### src/rtl/sbc_pkg.sv
package sbc_pkg;

  localparam int SYM_BITS = 6;
  localparam int SYM_W    = 8;

  typedef enum logic [1:0] {
    VAR_A = 2'd0,
    VAR_B = 2'd1,
    VAR_C = 2'd2
  } fe_variant_e;

  // Select pins to variant; the unused code 01 falls back to variant A.
  function automatic fe_variant_e decode_variant(input logic hi, input logic lo);
    case ({hi, lo})
      2'b10:   return VAR_B;
      2'b11:   return VAR_C;
      default: return VAR_A;
    endcase
  endfunction

  // Variant B starts timing on the falling sync edge, the others on the rising one.
  function automatic logic starts_on_rise(input fe_variant_e v);
    return v != VAR_B;
  endfunction

  // Level check made once the qualification delay has elapsed.
  function automatic logic qual_pass(input fe_variant_e v, input logic fs, input logic bs);
    if (v == VAR_B) return !fs;
    return fs && !bs;
  endfunction

  // Idle level of the read clock.
  function automatic logic rclk_idle(input fe_variant_e v);
    return v == VAR_C;
  endfunction

  // Block-sync is meaningful only in variants A and C and only when not muted.
  function automatic logic block_seen(input fe_variant_e v, input logic bs, input logic mu);
    return bs && !mu && (v != VAR_B);
  endfunction

  // First received bit (R) lands in the MSB; two zero pad bits at the bottom.
  function automatic logic [SYM_W-1:0] pack_symbol(input logic [SYM_BITS-1:0] bits);
    return {bits, {(SYM_W-SYM_BITS){1'b0}}};
  endfunction

endpackage

### src/rtl/sbc_sync_qual.sv
module sbc_sync_qual
  import sbc_pkg::*;
#(
  parameter int QUAL_DLY = 31
) (
  input  logic        clk,
  input  logic        rst,
  input  fe_variant_e variant,
  input  logic        fsync_i,
  input  logic        bsync_i,
  input  logic        mute_i,
  input  logic        busy_i,
  output logic        qual_ok_o,
  output logic        qual_fail_o,
  output logic        waiting_o
);

  localparam int QW = (QUAL_DLY > 1) ? $clog2(QUAL_DLY) : 1;
  localparam logic [QW-1:0] LAST = QW'(QUAL_DLY - 1);

  logic          fs_q;
  logic          wait_q;
  logic [QW-1:0] cnt_q;

  logic sync_edge;
  logic check_now;
  logic lvl_ok;

  assign sync_edge   = starts_on_rise(variant) ? (fsync_i & ~fs_q) : (~fsync_i & fs_q);
  assign check_now   = wait_q && (cnt_q == LAST);
  assign lvl_ok      = qual_pass(variant, fsync_i, bsync_i);
  assign qual_ok_o   = check_now && !mute_i && lvl_ok;
  assign qual_fail_o = wait_q && (mute_i || (check_now && !lvl_ok));
  assign waiting_o   = wait_q;

  always_ff @(posedge clk) begin
    if (rst) begin
      fs_q   <= 1'b0;
      wait_q <= 1'b0;
      cnt_q  <= '0;
    end else begin
      fs_q <= fsync_i;
      if (wait_q) begin
        if (mute_i || check_now) begin
          wait_q <= 1'b0;
          cnt_q  <= '0;
        end else begin
          cnt_q <= cnt_q + 1'b1;
        end
      end else if (sync_edge && !busy_i && !mute_i) begin
        wait_q <= 1'b1;
        cnt_q  <= '0;
      end
    end
  end

  // the timer is never armed while the read-clock sequencer runs
  p_idle_when_busy_r10: assert property (@(posedge clk) disable iff (rst)
    busy_i |-> !waiting_o);

  // one check per edge; the timer is idle after a pass or a failure
  p_single_check_r2: assert property (@(posedge clk) disable iff (rst)
    (qual_ok_o || qual_fail_o) |=> !waiting_o);

endmodule

### src/rtl/sbc_rdclk_gen.sv
module sbc_rdclk_gen
  import sbc_pkg::*;
#(
  parameter int RCLK_HALF = 32
) (
  input  logic clk,
  input  logic rst,
  input  logic start_i,
  input  logic abort_i,
  output logic ph_o,
  output logic sample_o,
  output logic done_o,
  output logic busy_o
);

  localparam int PER = 2 * RCLK_HALF;
  localparam int CW  = (PER > 1) ? $clog2(PER) : 1;
  localparam int BW  = $clog2(SYM_BITS);
  localparam logic [CW-1:0] C_HALF = CW'(RCLK_HALF);
  localparam logic [CW-1:0] C_LAST = CW'(PER - 1);
  localparam logic [BW-1:0] B_LAST = BW'(SYM_BITS - 1);

  logic          run_q;
  logic          ph_q;
  logic [CW-1:0] cnt_q;
  logic [BW-1:0] bit_q;

  assign sample_o = run_q && !abort_i && (cnt_q == '0);
  assign done_o   = run_q && !abort_i && (cnt_q == C_LAST) && (bit_q == B_LAST);
  assign ph_o     = ph_q;
  assign busy_o   = run_q;

  always_ff @(posedge clk) begin
    if (rst || abort_i) begin
      run_q <= 1'b0;
      ph_q  <= 1'b0;
      cnt_q <= '0;
      bit_q <= '0;
    end else if (!run_q) begin
      if (start_i) begin
        run_q <= 1'b1;
        cnt_q <= '0;
        bit_q <= '0;
      end
    end else begin
      if (cnt_q == '0)         ph_q <= 1'b1;
      else if (cnt_q == C_HALF) ph_q <= 1'b0;
      if (cnt_q == C_LAST) begin
        cnt_q <= '0;
        if (bit_q == B_LAST) run_q <= 1'b0;
        else                 bit_q <= bit_q + 1'b1;
      end else begin
        cnt_q <= cnt_q + 1'b1;
      end
    end
  end

  // Checker state: samples taken since start and length of the current active phase.
  logic [BW:0] ck_samples;
  logic [CW:0] ck_hi;

  always_ff @(posedge clk) begin
    if (rst || start_i) ck_samples <= '0;
    else if (sample_o)  ck_samples <= ck_samples + 1'b1;
    if (rst)       ck_hi <= '0;
    else if (ph_q) ck_hi <= ck_hi + 1'b1;
    else           ck_hi <= '0;
  end

  // six leading edges precede the end of a frame
  p_six_pulses_r4: assert property (@(posedge clk) disable iff (rst)
    done_o |-> ck_samples == (BW+1)'(SYM_BITS));

  // an unaborted active phase lasts RCLK_HALF cycles
  p_pulse_width_r4: assert property (@(posedge clk) disable iff (rst)
    ($fell(ph_q) && !$past(abort_i) && !$past(rst)) |-> ck_hi == (CW+1)'(RCLK_HALF));

  // an abort stops the clock on the next cycle
  p_abort_stops_r8: assert property (@(posedge clk) disable iff (rst)
    abort_i |=> (!ph_o && !busy_o));

endmodule

### src/rtl/sbc_sym_pack.sv
module sbc_sym_pack
  import sbc_pkg::*;
(
  input  logic             clk,
  input  logic             rst,
  input  fe_variant_e      variant,
  input  logic             mute_i,
  input  logic             bsync_i,
  input  logic             sdata_i,
  input  logic             sample_i,
  input  logic             done_i,
  output logic [SYM_W-1:0] sym_o,
  output logic             valid_o,
  output logic             blk_o
);

  logic [SYM_BITS-1:0] sh_q;
  logic [SYM_W-1:0]    sym_q;
  logic                valid_q;
  logic                blk_q;
  logic                pend_q;
  logic                seen;

  assign seen = block_seen(variant, bsync_i, mute_i);

  always_ff @(posedge clk) begin
    if (rst) begin
      sh_q    <= '0;
      sym_q   <= '0;
      valid_q <= 1'b0;
      blk_q   <= 1'b0;
      pend_q  <= 1'b0;
    end else begin
      if (sample_i) sh_q <= {sh_q[SYM_BITS-2:0], sdata_i};
      valid_q <= done_i;
      if (done_i) begin
        sym_q  <= pack_symbol(sh_q);
        blk_q  <= pend_q;
        pend_q <= seen;
      end else begin
        blk_q <= 1'b0;
        if (seen) pend_q <= 1'b1;
      end
    end
  end

  assign sym_o   = sym_q;
  assign valid_o = valid_q;
  assign blk_o   = blk_q;

  // pad bits stay zero on every delivered symbol
  p_pad_zero_r6: assert property (@(posedge clk) disable iff (rst)
    valid_o |-> sym_o[SYM_W-SYM_BITS-1:0] == '0);

  // the strobe lasts a single cycle
  p_valid_pulse_r7: assert property (@(posedge clk) disable iff (rst)
    valid_o |=> !valid_o);

  // the block flag only travels with a symbol
  p_blk_with_sym_r9: assert property (@(posedge clk) disable iff (rst)
    blk_o |-> valid_o);

endmodule

### src/rtl/subcode_rx.sv
module subcode_rx
  import sbc_pkg::*;
#(
  parameter int QUAL_DLY  = 31,
  parameter int RCLK_HALF = 32
) (
  input  logic       clk,
  input  logic       rst,
  input  logic       var_sel_hi,
  input  logic       var_sel_lo,
  input  logic       frm_sync,
  input  logic       blk_sync,
  input  logic       sub_data,
  input  logic       mute,
  output logic       rd_clk,
  output logic [7:0] sym_byte,
  output logic       sym_valid,
  output logic       blk_start
);

  fe_variant_e variant;
  logic qual_ok, qual_fail, waiting;
  logic ph, sample, done, busy;

  assign variant = decode_variant(var_sel_hi, var_sel_lo);

  sbc_sync_qual #(.QUAL_DLY(QUAL_DLY)) u_qual (
    .clk        (clk),
    .rst        (rst),
    .variant    (variant),
    .fsync_i    (frm_sync),
    .bsync_i    (blk_sync),
    .mute_i     (mute),
    .busy_i     (busy),
    .qual_ok_o  (qual_ok),
    .qual_fail_o(qual_fail),
    .waiting_o  (waiting)
  );

  sbc_rdclk_gen #(.RCLK_HALF(RCLK_HALF)) u_gen (
    .clk     (clk),
    .rst     (rst),
    .start_i (qual_ok),
    .abort_i (mute),
    .ph_o    (ph),
    .sample_o(sample),
    .done_o  (done),
    .busy_o  (busy)
  );

  sbc_sym_pack u_pack (
    .clk     (clk),
    .rst     (rst),
    .variant (variant),
    .mute_i  (mute),
    .bsync_i (blk_sync),
    .sdata_i (sub_data),
    .sample_i(sample),
    .done_i  (done),
    .sym_o   (sym_byte),
    .valid_o (sym_valid),
    .blk_o   (blk_start)
  );

  assign rd_clk = ph ^ rclk_idle(variant);

  // muting leaves the read clock at its idle level one cycle later
  p_mute_idle_r8: assert property (@(posedge clk) disable iff (rst)
    mute |=> rd_clk == rclk_idle(variant));

  // no symbol is delivered for a cycle in which mute was high
  p_mute_no_sym_r8: assert property (@(posedge clk) disable iff (rst)
    mute |=> !sym_valid);

  // a passing check is followed by a running sequencer and never coincides with a failure
  p_start_after_qual_r4: assert property (@(posedge clk) disable iff (rst)
    qual_ok |=> (busy && !waiting));

  p_ok_fail_excl_r2: assert property (@(posedge clk) disable iff (rst)
    !(qual_ok && qual_fail));

endmodule

### config.mk
export PLATFORM = sky130hd
export DESIGN_NAME = subcode_rx
export DESIGN_NICKNAME = d
export VERILOG_FILES = /design/src/rtl/sbc_pkg.sv /design/src/rtl/sbc_sync_qual.sv /design/src/rtl/sbc_rdclk_gen.sv /design/src/rtl/sbc_sym_pack.sv /design/src/rtl/subcode_rx.sv
export SDC_FILE = /design/constraint.sdc
export NUM_CORES = 1
export LEC_CHECK = 0
export ABC_AREA = 0
export CORE_ASPECT_RATIO = 0.6
export CORE_MARGIN = 4
export CORE_UTILIZATION = 61
export DETAILED_ROUTE_END_ITERATION = 6
export DONT_BUFFER_PORTS = 1
export MAX_ROUTING_LAYER = met4
export PLACE_DENSITY = 0.77
export SYNTH_ARGS = -nofsm -noshare
export SYNTH_HDL_FRONTEND = slang
export SYNTH_SLANG_ARGS = --single-unit
### constraint.sdc
create_clock -name clk -period 2.23 [get_ports clk]
set_input_delay 0.1115 -clock clk [delete_from_list [all_inputs] [get_ports clk]]
set_output_delay 0.1115 -clock clk [all_outputs]
set_load 0.1 [all_outputs]
==> results of run 1 <==
==> cell usage after synthesis (all sizes together), types with 2 or more instances <==
cell	number
or2	2
a211oi	3
a311oi	2
and4	2
and3	2
clkbuf	3
buf	7
dfxtp	33
o31ai	3
mux2i	14
nor2	17
nand3	5
a21oi	7
nor2b	4
or4	4
ha	6
inv	7
nand2b	8
or3	3
nor3	4
nand4	2
nand2	8
==> cell usage in the layout (no fill, tap or decap), types with 3 or more instances in the layout <==
master         count
dfxtp_1           33
nor2_1            17
mux2i_1           14
nand2_1            8
nand2b_1           8
inv_1              7
a21oi_1            7
buf_4              7
ha_1               6
clkbuf_8           6
nand3_1            5
or4_1              4
nor2b_1            4
nor3_1             4
dlygate4sd3_1      4
o31ai_1            3
or3_1              3
==> registers in the layout, summed over array words and instances, names as in the netlist <==
register	cells
u_gen.bit_q	3
u_gen.cnt_q	6
u_pack.sym_o	6
u_qual.waiting_o	1
u_gen.ph_o	1
u_gen.busy_o	1
u_pack.sh_q	6
u_qual.fs_q	1
u_pack.blk_o	1
u_qual.cnt_q	5
u_pack.valid_o	1
u_pack.pend_q	1
==> worst max-delay path: cells and delay by family (launching register included) <==
family	cells	cell delay, ns
and+or+nand+nor	3	0.96
DFF	1	0.59
muxes	1	0.25
==> metrics by stage <==
step | setup WS (ns) | util | power [mW] | area [um^2] | std cells
after floorplan | 0.244 | - | 0.662 | 1590 | 169
after global placement | 0.404 | 0.702 | 0.659 | 1620 | 196
after detailed placement | 0.365 | 0.702 | 0.660 | 1620 | 196
after CTS | 0.319 | 0.757 | 1.12 | 1750 | 207
after global routing | 0.121 | 0.757 | 1.15 | 1750 | 207
final | 0.288 | 0.757 | 1.10 | 1750 | 207
==> area by class of cell <==
cell class	instances	area, um^2	area share
Clock buffer	7	86.3	0.0494
Timing Repair Buffer	11	92.6	0.0530
Sequential cell	33	661	0.378
Inverter	7	26.3	0.0150
Multi-Input combinational cell	119	845	0.483
Tap cell	30	37.5	0.0215
==> timing repair <==
action / 4_1_cts / 5_1_grt
hold endpoints to repair: 19 / 0
hold buffers: 4 / 0
buffers inserted: 0 / 0
==> path summary, 6_finish.rpt <==
path	from	endpoint	slack, ns
worst max-delay path	u_gen.busy_o	u_pack.sym_o[7]	0.29
worst min-delay path	mute	u_qual.waiting_o	0.01
worst max register to register	u_gen.busy_o	u_pack.sym_o[7]	0.29
worst min register to register	u_pack.pend_q	u_pack.blk_o	0.46
==> kinds of logic after synthesis <==
family                     Yosys count  synth area share
buffers and inverters               17            0.0584
AOI/OAI and AO/OA                   28             0.132
DFF                                 33             0.416
xor gates and xnor gates             2            0.0110
muxes                               15            0.0954
and+or+nand+nor                     66             0.237
adders and majority gates            6            0.0473
other                                1           0.00236
==> layer usage <==
layer | share of wire | wire length [um] | track usage
met5 | 0 | 0 | -
met4 | 0.0063 | 20 | 0.0650
met3 | 0.061 | 194 | 0.0818
met2 | 0.40 | 1280 | 0.289
met1 | 0.53 | 1670 | 0.302
==> power breakdown <==
part / internal (mW) / total (mW) / switching [mW] / leakage, nW
clock: 0.244 / 0.445 / 0.201 / 0.0443
sequential: 0.593 / 0.595 / 0.00211 / 0.266
combinational: 0.0181 / 0.0628 / 0.0447 / 0.377
==> results.py, run 1 <==
metrics = {
    "floorplanning": {
        "core_um2": 2310,
        "pin_count": 19,
        "die_y_um": 47.5,
        "rows": 13,
        "die_area_um2": 3510,
        "die_w_um": 73.8,
        "start_util": 0.687,
    },
    "flow_run": {
        "cap_violations": 0,
    },
    "global_routing": {
        "grt_usage": 0.217,
        "antenna_found_initial": 0,
        "grt_pass1_wl_mm": 5.31,
        "grt_pass1_vias": 1079,
        "overflow": 0,
        "grt_max_degree": 21,
    },
    "layout": {
        "nFillCells": 151,
        "antenna_cells": 0,
        "drive_gt1_frac": 0.119,
        "fin_nets": 191,
        "areaGrowthSynthToFinish_pct": 10.2,
    },
    "synth": {
        "ys_ff_latch": 33,
        "synth_edf_count": 0,
        "synth_warnings": 0,
        "synth.avg_cell_area_um2": 9.44,
        "synth_area_leaders": "dfxtp_1 42%, mux2i_1 8.8%, ha_1 4.7%",
        "seq_area_frac_synth": 0.416,
        "ys.flop_type": "dfxtp_1",
        "syn_inst": 168,
        "synth_area_um2": 1590,
        "netlist.area_leader.share": 0.416,
        "synth_top_area_cell": "dfxtp_1",
        "async_reset_ff_frac": 0,
        "yosysUniqueCellTypes": 48,
    },
    "worst_hold_path": {
        "whs_path_depth": 2,
        "min_path_type": "input port to flop",
    },
    "drt": {
        "first_pass_iters": 4,
        "vias": 1224,
        "viasPerCell": 5.91,
        "wl_per_cell_um": 15.3,
        "drtAntennaViolNets": 0,
        "drc": 0,
        "first_iter_violations": 80,
        "totalWireLength_mm": 3.17,
    },
    "worst_setup_path": {
        "max_stage_delay_ns": 0.65,
        "critPathKind": "flop to flop",
        "critPathSlowestCell": "nor4b_4",
        "ff2ff_path_depth": 4,
        "cp.arrival_ns": 2.08,
        "start_kind": "flop",
        "crit_required_ns": 2.37,
        "end_kind": "flop",
        "crit_fanout": 13,
        "path_cells": "nand3_1, nor4b_4, mux2i_1, nor2_1",
    },
    "placed_design": {
        "post-dp-hpwl_mm": 2.30,
        "place.gp.congestion": 0.800,
        "io_buffers": 0,
    },
    "clocking": {
        "cts.clk_slew.worst_paths_ns": 0.06,
        "cts_resized": 0,
        "clk_latency_ns": 0.28,
        "clk_path_buf_depth": 2,
        "cts_tree": "done",
        "cts_root_buffer": "clkbuf_8",
        "clock_sinks": 33,
        "cts_buffers": 5,
        "cts.htree.levels": 2,
    },
    "sta": {
        "post-route-min-period_ns": 1.94,
        "final_max_slew_viol_count": 0,
        "fmax_ghz": 0.515,
        "hold_viol": 0,
        "setup_viol": 0,
        "fin_tns_setup_ns": 0,
        "rsz0062_at_grt": "false",
        "tightest_slew_ns": 0.929,
        "fin_crit_sh": 0.871,
        "worst_clock_skew_ns": 0.00389,
        "holdWs_ns": 0.0122,
        "slew_headroom": 0.380,
    },
    "power": {
        "ir_worst_vdd_uv": 369,
        "cellPowerDensity_nw_per_um2": 631,
        "p_leak_nw": 0.688,
    },
    "run_status": {
        "status": "finished clean",
    },
}
No activity file was read; power rests on OpenSTA's default activity.
==> inputs of run 2 (changes only) <==
- PLACE_DENSITY: 0.77 -> 0.74
==> run 2 against run 1 <==
  * Combinational power increased by 0.8%
  * Global-route usage increased by 0.24 points
  * Register-to-register slack got worse by 0.03 ns
  * Utilization increased by 0.65 points
  * Sequential share of layout area decreased by 0.32 points
  * Highest routed layer unchanged
  * Clock power increased by 9.9%
  * Hold slack about the same
  * Non-clock buffer count unchanged
  * Clock-buffer cell count unchanged
  * Power increased by 4.0%
  * Final area increased by 0.86%
==> results.py, run 2 (same netlist as run 1, synthesis figures left out) <==
metrics = {
    "run_status": {
        "status": "finished clean",
    },
    "floorplanning": {
        "die_w_um": 73.8,
        "core_um2": 2310,
        "die_y_um": 47.5,
        "pin_count": 19,
        "rows": 13,
        "start_util": 0.687,
        "die_area_um2": 3510,
    },
    "layout": {
        "stdcell_count": 208,
        "nFillCells": 163,
        "final_common_cell": "dfxtp_1",
        "areaGrowthSynthToFinish_pct": 11.1,
        "drive_gt1_frac": 0.129,
        "regArea_um2": 661,
        "multi_input_area_um2": 845,
        "antenna_cells": 0,
        "layout_common_cells": "33 x dfxtp_1, 17 x nor2_1, 14 x mux2i_1",
        "fin_nets": 191,
        "stdcell_area_um2": 1760,
        "final_core_util": 0.763,
    },
    "worst_setup_path": {
        "reg2reg_from": "u_gen.busy_o",
        "regToRegSetupSlack_ns": 0.26,
        "setup.worst_path.end": "u_pack.sym_o[2]",
        "startpoint": "u_gen.busy_o",
        "crit_family": "simple AND/OR/NAND/NOR gates",
        "max_stage_delay_ns": 0.66,
        "critical_path_depth": 4,
        "start_kind": "flop",
        "end_kind": "flop",
        "crit_required_ns": 2.38,
        "path_cells": "nand3_1, nor4b_4, mux2i_1, nor2_1",
        "critPathSlowestCell": "nor4b_4",
        "path_buf_inv": 0,
        "cp.arrival_ns": 2.12,
        "ff2ff_path_depth": 4,
        "crit_fanout": 13,
        "critPathKind": "flop to flop",
        "r2r_end": "u_pack.sym_o[2]",
    },
    "sta": {
        "worst_clock_skew_ns": 0.00559,
        "post-route-min-period_ns": 1.97,
        "fmax_ghz": 0.507,
        "setup_viol": 0,
        "holdWs_ns": 0.0122,
        "final_max_slew_viol_count": 0,
        "worst_slack_ns": 0.256,
        "slew_headroom": 0.378,
        "tightest_slew_ns": 0.931,
        "fin_crit_sh": 0.885,
        "fin_tns_setup_ns": 0,
        "rsz0062_at_grt": "false",
        "hold_viol": 0,
    },
    "clocking": {
        "cts_buffers": 5,
        "cts_tree": "done",
        "cts.clk_slew.worst_paths_ns": 0.07,
        "clock_sinks": 33,
        "cts.htree.levels": 2,
        "cts_root_buffer": "clkbuf_8",
        "clk_path_buf_depth": 2,
        "clk_latency_ns": 0.29,
    },
    "placed_design": {
        "post-place-ws_ns": 0.321,
        "dp_cells": 196,
        "place_area_um2": 1620,
        "post-dp-hpwl_mm": 2.33,
        "place.gp.congestion": 0.806,
        "io_buffers": 0,
    },
    "global_routing": {
        "grt_usage": 0.220,
        "grt_max_degree": 21,
        "antenna_found_initial": 0,
        "grt_pass1_vias": 1073,
        "grt_pass1_wl_mm": 5.25,
        "overflow": 0,
    },
    "power": {
        "seq_power_share": 0.519,
        "power_frac_comb": 0.055,
        "p_clk_frac": 0.426,
        "p_leak_nw": 0.698,
        "ir_worst_vdd_uv": 411,
        "cellPowerDensity_nw_per_um2": 651,
        "swShare": 0.225,
        "p_int_uw": 890,
        "p_sw_uw": 258,
        "total_power_mw": 1.15,
    },
    "drt": {
        "viasPerCell": 5.98,
        "drtAntennaViolNets": 0,
        "totalWireLength_mm": 3.32,
        "drc": 0,
        "first_iter_violations": 59,
        "first_pass_iters": 4,
        "vias": 1244,
        "wl_per_cell_um": 15.9,
    },
    "flow_run": {
        "cap_violations": 0,
    },
    "worst_hold_path": {
        "min_path_type": "input port to flop",
    },
}
## run 2: cell types whose count changed in the layout (fill, tap and decap cells not counted)
cell      delta
clkbuf_1     -1
clkbuf_8     +1
clkinv_2     +1
## run 2: worst min-delay path by stage
stage,start,to,slack (ns),cells past startpoint
final,mute,u_pack.pend_q,0.01,2
after global routing,mute,u_pack.pend_q,0.01,2
after CTS,mute,u_pack.pend_q,0.01,2
after detailed placement,rst,u_pack.pend_q,0.19,1
after global placement,rst,u_pack.pend_q,0.18,1
after floorplan,frm_sync,u_qual.fs_q,0.24,1
## run 2: timing repair
item                                   CTS  global route
hold buffers                             4             0
gates resized for setup                  0             0
setup buffers                            0             0
endpoints found under the hold margin   19             0
## run 2: power by group through the flow
stage               sequential (mW)  combinational [mW]  clock, mW
floorplan                     0.608              0.0545          0
global placement              0.608              0.0509          0
detailed placement            0.608              0.0516          0
CTS                           0.595              0.0627      0.496
global route                  0.595              0.0673      0.528
finish                        0.595              0.0633      0.489
## run 2: cell type report
class,instances,area share
multi-input combinational,119,0.479
sequential,33,0.375
clock buffer,7,0.0546
timing repair buffer,11,0.0525
tap,30,0.0213
inverter,7,0.0149
clock inverter,1,0.00284
## run 2: worst reg2reg max path, cell delays in order (launching register included)
cell and delay, ns:
dfxtp_1 0.59, nand3_1 0.26, nor4b_4 0.66, mux2i_1 0.27, nor2_1 0.05
## run 2: metal layers
metal  track usage  vias up  wire, um
met3        0.0943        9       206
met4        0.0866        0        54
met5             -        -         0
met1         0.293      569      1720
li1              -      621         -
met2         0.289       45      1340
